## src/rtl/npc_pkg.sv

```systemverilog
package npc_pkg;

    localparam int INSTR_W = 32;
    localparam int DATA_W  = 32;
    localparam int OFFS_W  = 16;
    localparam int TGT_W   = 26;

    localparam logic [5:0] OPC_SPECIAL = 6'd0;
    localparam logic [5:0] OPC_JUMP    = 6'd2;
    localparam logic [5:0] OPC_CALL    = 6'd3;
    localparam logic [5:0] OPC_BR_EQ   = 6'd4;
    localparam logic [5:0] OPC_BR_NE   = 6'd5;
    localparam logic [5:0] FN_REG_JUMP = 6'd8;

    typedef enum logic [1:0] {
        SRC_SEQ    = 2'd0,
        SRC_BRANCH = 2'd1,
        SRC_ABS    = 2'd2,
        SRC_REG    = 2'd3
    } npc_src_e;

    typedef struct packed {
        logic              br_eq;
        logic              br_ne;
        logic              abs_jump;
        logic              call;
        logic              reg_jump;
        logic [OFFS_W-1:0] offset;
        logic [TGT_W-1:0]  target;
    } xfer_ctl_t;

    function automatic logic [5:0] opcode_of(input logic [INSTR_W-1:0] w);
        return w[31:26];
    endfunction

    function automatic logic [5:0] funct_of(input logic [INSTR_W-1:0] w);
        return w[5:0];
    endfunction

    function automatic logic [DATA_W-1:0] sext_offset(input logic [OFFS_W-1:0] v);
        return {{(DATA_W-OFFS_W){v[OFFS_W-1]}}, v};
    endfunction

endpackage

```

## src/rtl/npc_decode.sv

```systemverilog
module npc_decode
    import npc_pkg::*;
(
    input  logic [INSTR_W-1:0] instr,
    output xfer_ctl_t          ctl
);
    logic [5:0] opc;
    logic [5:0] fn;

    always_comb begin
        opc          = opcode_of(instr);
        fn           = funct_of(instr);
        ctl.br_eq    = (opc == OPC_BR_EQ);
        ctl.br_ne    = (opc == OPC_BR_NE);
        ctl.call     = (opc == OPC_CALL);
        ctl.abs_jump = (opc == OPC_JUMP) || (opc == OPC_CALL);
        ctl.reg_jump = (opc == OPC_SPECIAL) && (fn == FN_REG_JUMP);
        ctl.offset   = instr[OFFS_W-1:0];
        ctl.target   = instr[TGT_W-1:0];
    end

    always_comb begin
        a_r8_call_is_jump: assert (!ctl.call || ctl.abs_jump)
            else $error("call not treated as absolute jump");
        a_r9_one_kind: assert ($onehot0({ctl.br_eq, ctl.br_ne, ctl.abs_jump, ctl.reg_jump}))
            else $error("more than one transfer kind decoded");
    end
endmodule

```

## src/rtl/npc_targets.sv

```systemverilog
module npc_targets
    import npc_pkg::*;
#(
    parameter int WORD_AW = 8
) (
    input  logic [WORD_AW-1:0] pc_word,
    input  logic [OFFS_W-1:0]  offset,
    input  logic [TGT_W-1:0]   target,
    input  logic [DATA_W-1:0]  rs_value,
    output logic [WORD_AW-1:0] seq_word,
    output logic [WORD_AW-1:0] branch_word,
    output logic [WORD_AW-1:0] abs_word,
    output logic [WORD_AW-1:0] reg_word
);
    localparam int PC_W = WORD_AW + 2;

    logic [DATA_W-1:0] offs_ext;

    assign seq_word    = pc_word + WORD_AW'(1);
    assign offs_ext    = sext_offset(offset);
    assign branch_word = seq_word + offs_ext[WORD_AW-1:0];
    assign reg_word    = rs_value[PC_W-1:2];

    generate
        if (WORD_AW < TGT_W) begin : g_abs_trunc
            logic unused_tgt_hi;
            assign unused_tgt_hi = ^target[TGT_W-1:WORD_AW];
            assign abs_word      = target[WORD_AW-1:0];
        end else if (WORD_AW == TGT_W) begin : g_abs_exact
            assign abs_word = target;
        end else begin : g_abs_region
            assign abs_word = {seq_word[WORD_AW-1:TGT_W], target};
        end

        if (PC_W < DATA_W) begin : g_rs_trunc
            logic unused_rs;
            assign unused_rs = ^{rs_value[DATA_W-1:PC_W], rs_value[1:0]};
        end else begin : g_rs_full
            logic unused_rs;
            assign unused_rs = ^rs_value[1:0];
        end

        if (WORD_AW < DATA_W) begin : g_offs_trunc
            logic unused_offs;
            assign unused_offs = ^offs_ext[DATA_W-1:WORD_AW];
        end
    endgenerate
endmodule

```

## src/rtl/npc_select.sv

```systemverilog
module npc_select
    import npc_pkg::*;
#(
    parameter int WORD_AW = 8
) (
    input  logic               clk,
    input  logic               rst,
    input  xfer_ctl_t          ctl,
    input  logic               zero_flag,
    input  logic [WORD_AW-1:0] seq_word,
    input  logic [WORD_AW-1:0] branch_word,
    input  logic [WORD_AW-1:0] abs_word,
    input  logic [WORD_AW-1:0] reg_word,
    output npc_src_e           src,
    output logic [WORD_AW-1:0] next_word
);
    logic br_taken;

    assign br_taken = (ctl.br_eq && zero_flag) || (ctl.br_ne && !zero_flag);

    always_comb begin
        if (ctl.reg_jump)      src = SRC_REG;
        else if (ctl.abs_jump) src = SRC_ABS;
        else if (br_taken)     src = SRC_BRANCH;
        else                   src = SRC_SEQ;
    end

    always_comb begin
        if (rst) begin
            next_word = '0;
        end else begin
            unique case (src)
                SRC_REG:    next_word = reg_word;
                SRC_ABS:    next_word = abs_word;
                SRC_BRANCH: next_word = branch_word;
                default:    next_word = seq_word;
            endcase
        end
    end

    a_r4_eq_not_taken: assert property (@(posedge clk) disable iff (rst)
        (ctl.br_eq && !zero_flag) |-> (next_word == seq_word))
        else $error("branch-if-equal taken with zero flag clear");

    a_r5_ne_taken: assert property (@(posedge clk) disable iff (rst)
        (ctl.br_ne && !zero_flag) |-> (next_word == branch_word))
        else $error("branch-if-not-equal not taken with zero flag clear");

    a_r9_reg_target: assert property (@(posedge clk) disable iff (rst)
        ctl.reg_jump |-> (next_word == reg_word))
        else $error("register jump did not follow source register");

    a_r11_reset_first: assert property (@(posedge clk)
        rst |-> (next_word == '0))
        else $error("reset did not override next address");
endmodule

```

## src/rtl/npc_pc_reg.sv

```systemverilog
module npc_pc_reg #(
    parameter int WORD_AW = 8
) (
    input  logic               clk,
    input  logic               rst,
    input  logic [WORD_AW-1:0] next_word,
    output logic [WORD_AW-1:0] pc_word
);
    always_ff @(posedge clk) begin
        if (rst) pc_word <= '0;
        else     pc_word <= next_word;
    end

    a_r1_reset_clears: assert property (@(posedge clk)
        rst |=> (pc_word == '0))
        else $error("program counter not cleared by reset");
endmodule

```

## src/rtl/nextpc_unit.sv

```systemverilog
module nextpc_unit
    import npc_pkg::*;
#(
    parameter int WORD_AW = 8,
    localparam int PC_W   = WORD_AW + 2
) (
    input  logic               clk,
    input  logic               rst,
    input  logic [31:0]        instr,
    input  logic               zero_flag,
    input  logic [31:0]        rs_value,
    output logic [PC_W-1:0]    pc,
    output logic [PC_W-1:0]    pc_plus4,
    output logic [WORD_AW-1:0] fetch_word,
    output logic [31:0]        link_value,
    output logic               link_we
);
    xfer_ctl_t          ctl;
    npc_src_e           src;
    logic [WORD_AW-1:0] pc_word;
    logic [WORD_AW-1:0] seq_word;
    logic [WORD_AW-1:0] branch_word;
    logic [WORD_AW-1:0] abs_word;
    logic [WORD_AW-1:0] reg_word;
    logic [WORD_AW-1:0] next_word;

    npc_decode u_decode (
        .instr (instr),
        .ctl   (ctl)
    );

    npc_targets #(.WORD_AW(WORD_AW)) u_targets (
        .pc_word     (pc_word),
        .offset      (ctl.offset),
        .target      (ctl.target),
        .rs_value    (rs_value),
        .seq_word    (seq_word),
        .branch_word (branch_word),
        .abs_word    (abs_word),
        .reg_word    (reg_word)
    );

    npc_select #(.WORD_AW(WORD_AW)) u_select (
        .clk         (clk),
        .rst         (rst),
        .ctl         (ctl),
        .zero_flag   (zero_flag),
        .seq_word    (seq_word),
        .branch_word (branch_word),
        .abs_word    (abs_word),
        .reg_word    (reg_word),
        .src         (src),
        .next_word   (next_word)
    );

    npc_pc_reg #(.WORD_AW(WORD_AW)) u_pc (
        .clk       (clk),
        .rst       (rst),
        .next_word (next_word),
        .pc_word   (pc_word)
    );

    assign pc         = {pc_word, 2'b00};
    assign pc_plus4   = {seq_word, 2'b00};
    assign fetch_word = next_word;
    assign link_value = 32'(pc_plus4);
    assign link_we    = ctl.call && !rst;

    a_r3_pc_aligned: assert property (@(posedge clk) disable iff (rst)
        (pc[1:0] == 2'b00) && (link_value[1:0] == 2'b00))
        else $error("unaligned program counter");

    a_r2_sequential_step: assert property (@(posedge clk) disable iff (rst)
        (src == SRC_SEQ) |=> (pc == $past(pc) + PC_W'(4)))
        else $error("sequential step not by four bytes");

    a_r10_fetch_matches_pc: assert property (@(posedge clk) disable iff (rst)
        1'b1 |=> (pc[PC_W-1:2] == $past(fetch_word)))
        else $error("fetched word differs from loaded counter");

    a_r8_link_only_call: assert property (@(posedge clk) disable iff (rst)
        link_we |-> (src == SRC_ABS))
        else $error("link write without absolute jump");
endmodule

```

## config.mk

```make
export PLATFORM = sky130hd
export DESIGN_NAME = nextpc_unit
export DESIGN_NICKNAME = d
export VERILOG_FILES = /design/src/rtl/npc_pkg.sv /design/src/rtl/npc_decode.sv /design/src/rtl/npc_targets.sv /design/src/rtl/npc_select.sv /design/src/rtl/npc_pc_reg.sv /design/src/rtl/nextpc_unit.sv
export SDC_FILE = /design/constraint.sdc
export NUM_CORES = 1
export LEC_CHECK = 0
export ABC_AREA = 1
export BUFFER_PORTS_ARGS = -buffer_cell sky130_fd_sc_hd__buf_2
export CORE_ASPECT_RATIO = 1.2
export CORE_UTILIZATION = 48
export CTS_CLUSTER_SIZE = 28
export DETAILED_ROUTE_END_ITERATION = 6
export PLACE_DENSITY = 0.91
export SETUP_SLACK_MARGIN = 0.2
export SLEW_MARGIN = 0
export SYNTH_ARGS = -nofsm -noshare
export SYNTH_HDL_FRONTEND = slang
export SYNTH_HIERARCHICAL = 1
export SYNTH_SLANG_ARGS = --single-unit
```

## constraint.sdc

```tcl
create_clock -name clk -period 5.73 [get_ports clk]
set_input_delay 0.8595 -clock clk [delete_from_list [all_inputs] [get_ports clk]]
set_output_delay 0.8595 -clock clk [all_outputs]
set_load 0.005 [all_outputs]
```

==> impl_results.md <==
- Cell Int Power: 0.129 mW
- Switching Fraction: 0.335
- All-layer global routing usage: 0.165
- Status: finished, final reports clean
- Detailed Route WL: 3360 um
- Crit path time final: 3.53 ns
- RD Place Congestion: 0.916
- Synth warn: 6
- First drt pass iteration count: 5
- Synth Instances: 301
- Min setup slack post-route: 2.20 ns
- Final setup TNS: 0 ns
- Comb power frac: 0.343
- Avg Inst Size Synth: 6.11 um^2
- Cts bufs inserted: 3
- Leakage power: 1.07 nW
- Pin count of the biggest net entering global routing: 17
- Crit Reg-Reg Startpoint: u_pc/pc_word[0]$_SDFF_PP0_
- Final Core Density: 0.482
- Total net switching power: 0.0650 mW
- Clock Sinks: 8
- Grt ovf: 0
- Slew Limit Fails: 0
- RSZ-0062 raised after global routing: no
- Drt wl/cell: 9.16 um
- Clk_lat worst skew: 0.24 ns
- Max_cap viols: 0
- Synthesized area: 1840 um^2
- DP Worst Slack: 2.34 ns
- Peak Freq: 283 MHz
- Initial Util: 0.502
- Drt via density: 4.32
- CTS resizes: 0
- Nets: 394
- Hold-fix buffers at CTS: 0
- Worst hold slack: 0.811 ns
- Setup crit end kind: output pin
- Reg area: 160 um^2
- Critical path startpoint: u_pc/pc_word[0]$_SDFF_PP0_
- Worst Skew: 0.00210 ns
- Hold Fails Final Rpt: 0
- Multi-input gate area: 998 um^2
- Critical path launch point type: flop
- Clk network pwr share: 0.356
- Fill count: 398
- Share of cells above drive strength 1: 0.263
- Total power: 0.194 mW
- Die H: 69.8 um
- Vias in the first global route: 1308
- Area grow syn2layout: -4.01%
- Hold Crit Class: reg -> reg
- Max reg flops: 8
- CTS tree: done
- DRC violation count after routing: 0
- Clock Path Buffers: 2
- Via count: 1587
- Largest registers: u_pc/pc_word: 8 flops
- Clk root buf: clkbuf_8
- Final period util: 0.617
- CP Data Arrival Time: 2.67 ns
- Postcts setup bufs: 0
- PortBufs: 57
- Critical Path Fanout Max: 4
- Die span in x: 58.5 um
- Antenna Cells: 0
- Boundary Pins: 128
- Core Area: 3660 um^2
- Slew HR: 0.467
- Worst slew pin tran: 0.797 ns
- Number of routed nets with antenna violations: 0
- Post-DP HPWL: 2910 um
- Pwr/cell area: 110 nW/um^2
- DR iter-0 viols: 77
- CTS H-tree depth: 1
- Flop pwr share: 0.301
- CTS clk-pin slew, worst paths: 0.04 ns
- Max VDD drop: 0.0446 mV
- CP required: 4.87 ns
- Die area: 4080 um^2
- Beginning of the worst hold path: u_pc/pc_word[0]$_SDFF_PP0_
- Top reg by flops: u_pc/pc_word
- Num rows: 24
- First-pass GRT wire length: 5310 um
- Final setup fails: 0
- Initial antenna violation count: 0
- Worst setup path class: reg -> out
## metrics by stage
stage / instances / cell area, um^2
finish: 367 / 1770
CTS: 367 / 1770
global placement: 364 / 1720
floorplan: 328 / 1940
global route: 367 / 1770
detailed placement: 364 / 1720
## path summary, 6_finish.rpt
path / endpoint / slack [ns] / cells after the start
worst max-delay path: fetch_word[7] / 2.20 / 18
worst min register to register: u_pc/pc_word[0]$_SDFF_PP0_ / 0.81 / 5
worst max register to register: u_pc/pc_word[7]$_SDFF_PP0_ / 3.22 / 19
worst min-delay path: u_pc/pc_word[0]$_SDFF_PP0_ / 0.81 / 5
## critical path, cell delays in order (launching register included)
cell and delay, ns:
dfxtp_1 0.34, ha_1 0.17, nand2_1 0.07, nor2_1 0.15, a21oi_1 0.08, a21oi_1 0.33
ha_1 0.35, nand2_1 0.10, inv_1 0.04, nand2_1 0.05, nand2_1 0.06, a21oi_1 0.11
nand3_1 0.09, nand2_1 0.06, inv_1 0.04, nor2_1 0.09, nor2_1 0.04, nor2_1 0.14
buf_2 0.14
## layout make-up
cell class | count | area share
sequential | 8 | 0.0907
inverter | 54 | 0.122
timing repair buffer | 57 | 0.162
tap | 52 | 0.0369
multi-input combinational | 193 | 0.566
clock buffer | 3 | 0.0234
## layout by cell type, fill, tap and decap left out, types with 7 or more instances in the layout
cell	instances
o21ai_1	8
nor2_1	40
nand2_2	7
dfxtp_1	8
ha_1	9
nand3_1	19
inv_1	50
conb_1	28
nand2_1	54
buf_2	57
## layer usage
layer / vias up / wire length, um / track usage
met5: - / 0 / 0
met4: 0 / 59 / 0.0767
met3: 7 / 200 / 0.0187
met2: 74 / 1630 / 0.278
met1: 676 / 1480 / 0.205
li1: 830 / - / -
## power groups by stage
stage	registers (mW)	logic [mW]	clock network, mW
finish	0.0583	0.0666	0.0691
global route	0.0585	0.0763	0.0716
CTS	0.0584	0.0665	0.0697
detailed placement	0.0593	0.0663	0
global placement	0.0592	0.0636	0
floorplan	0.0594	0.0750	0
Power figures use the tool's default switching activity.
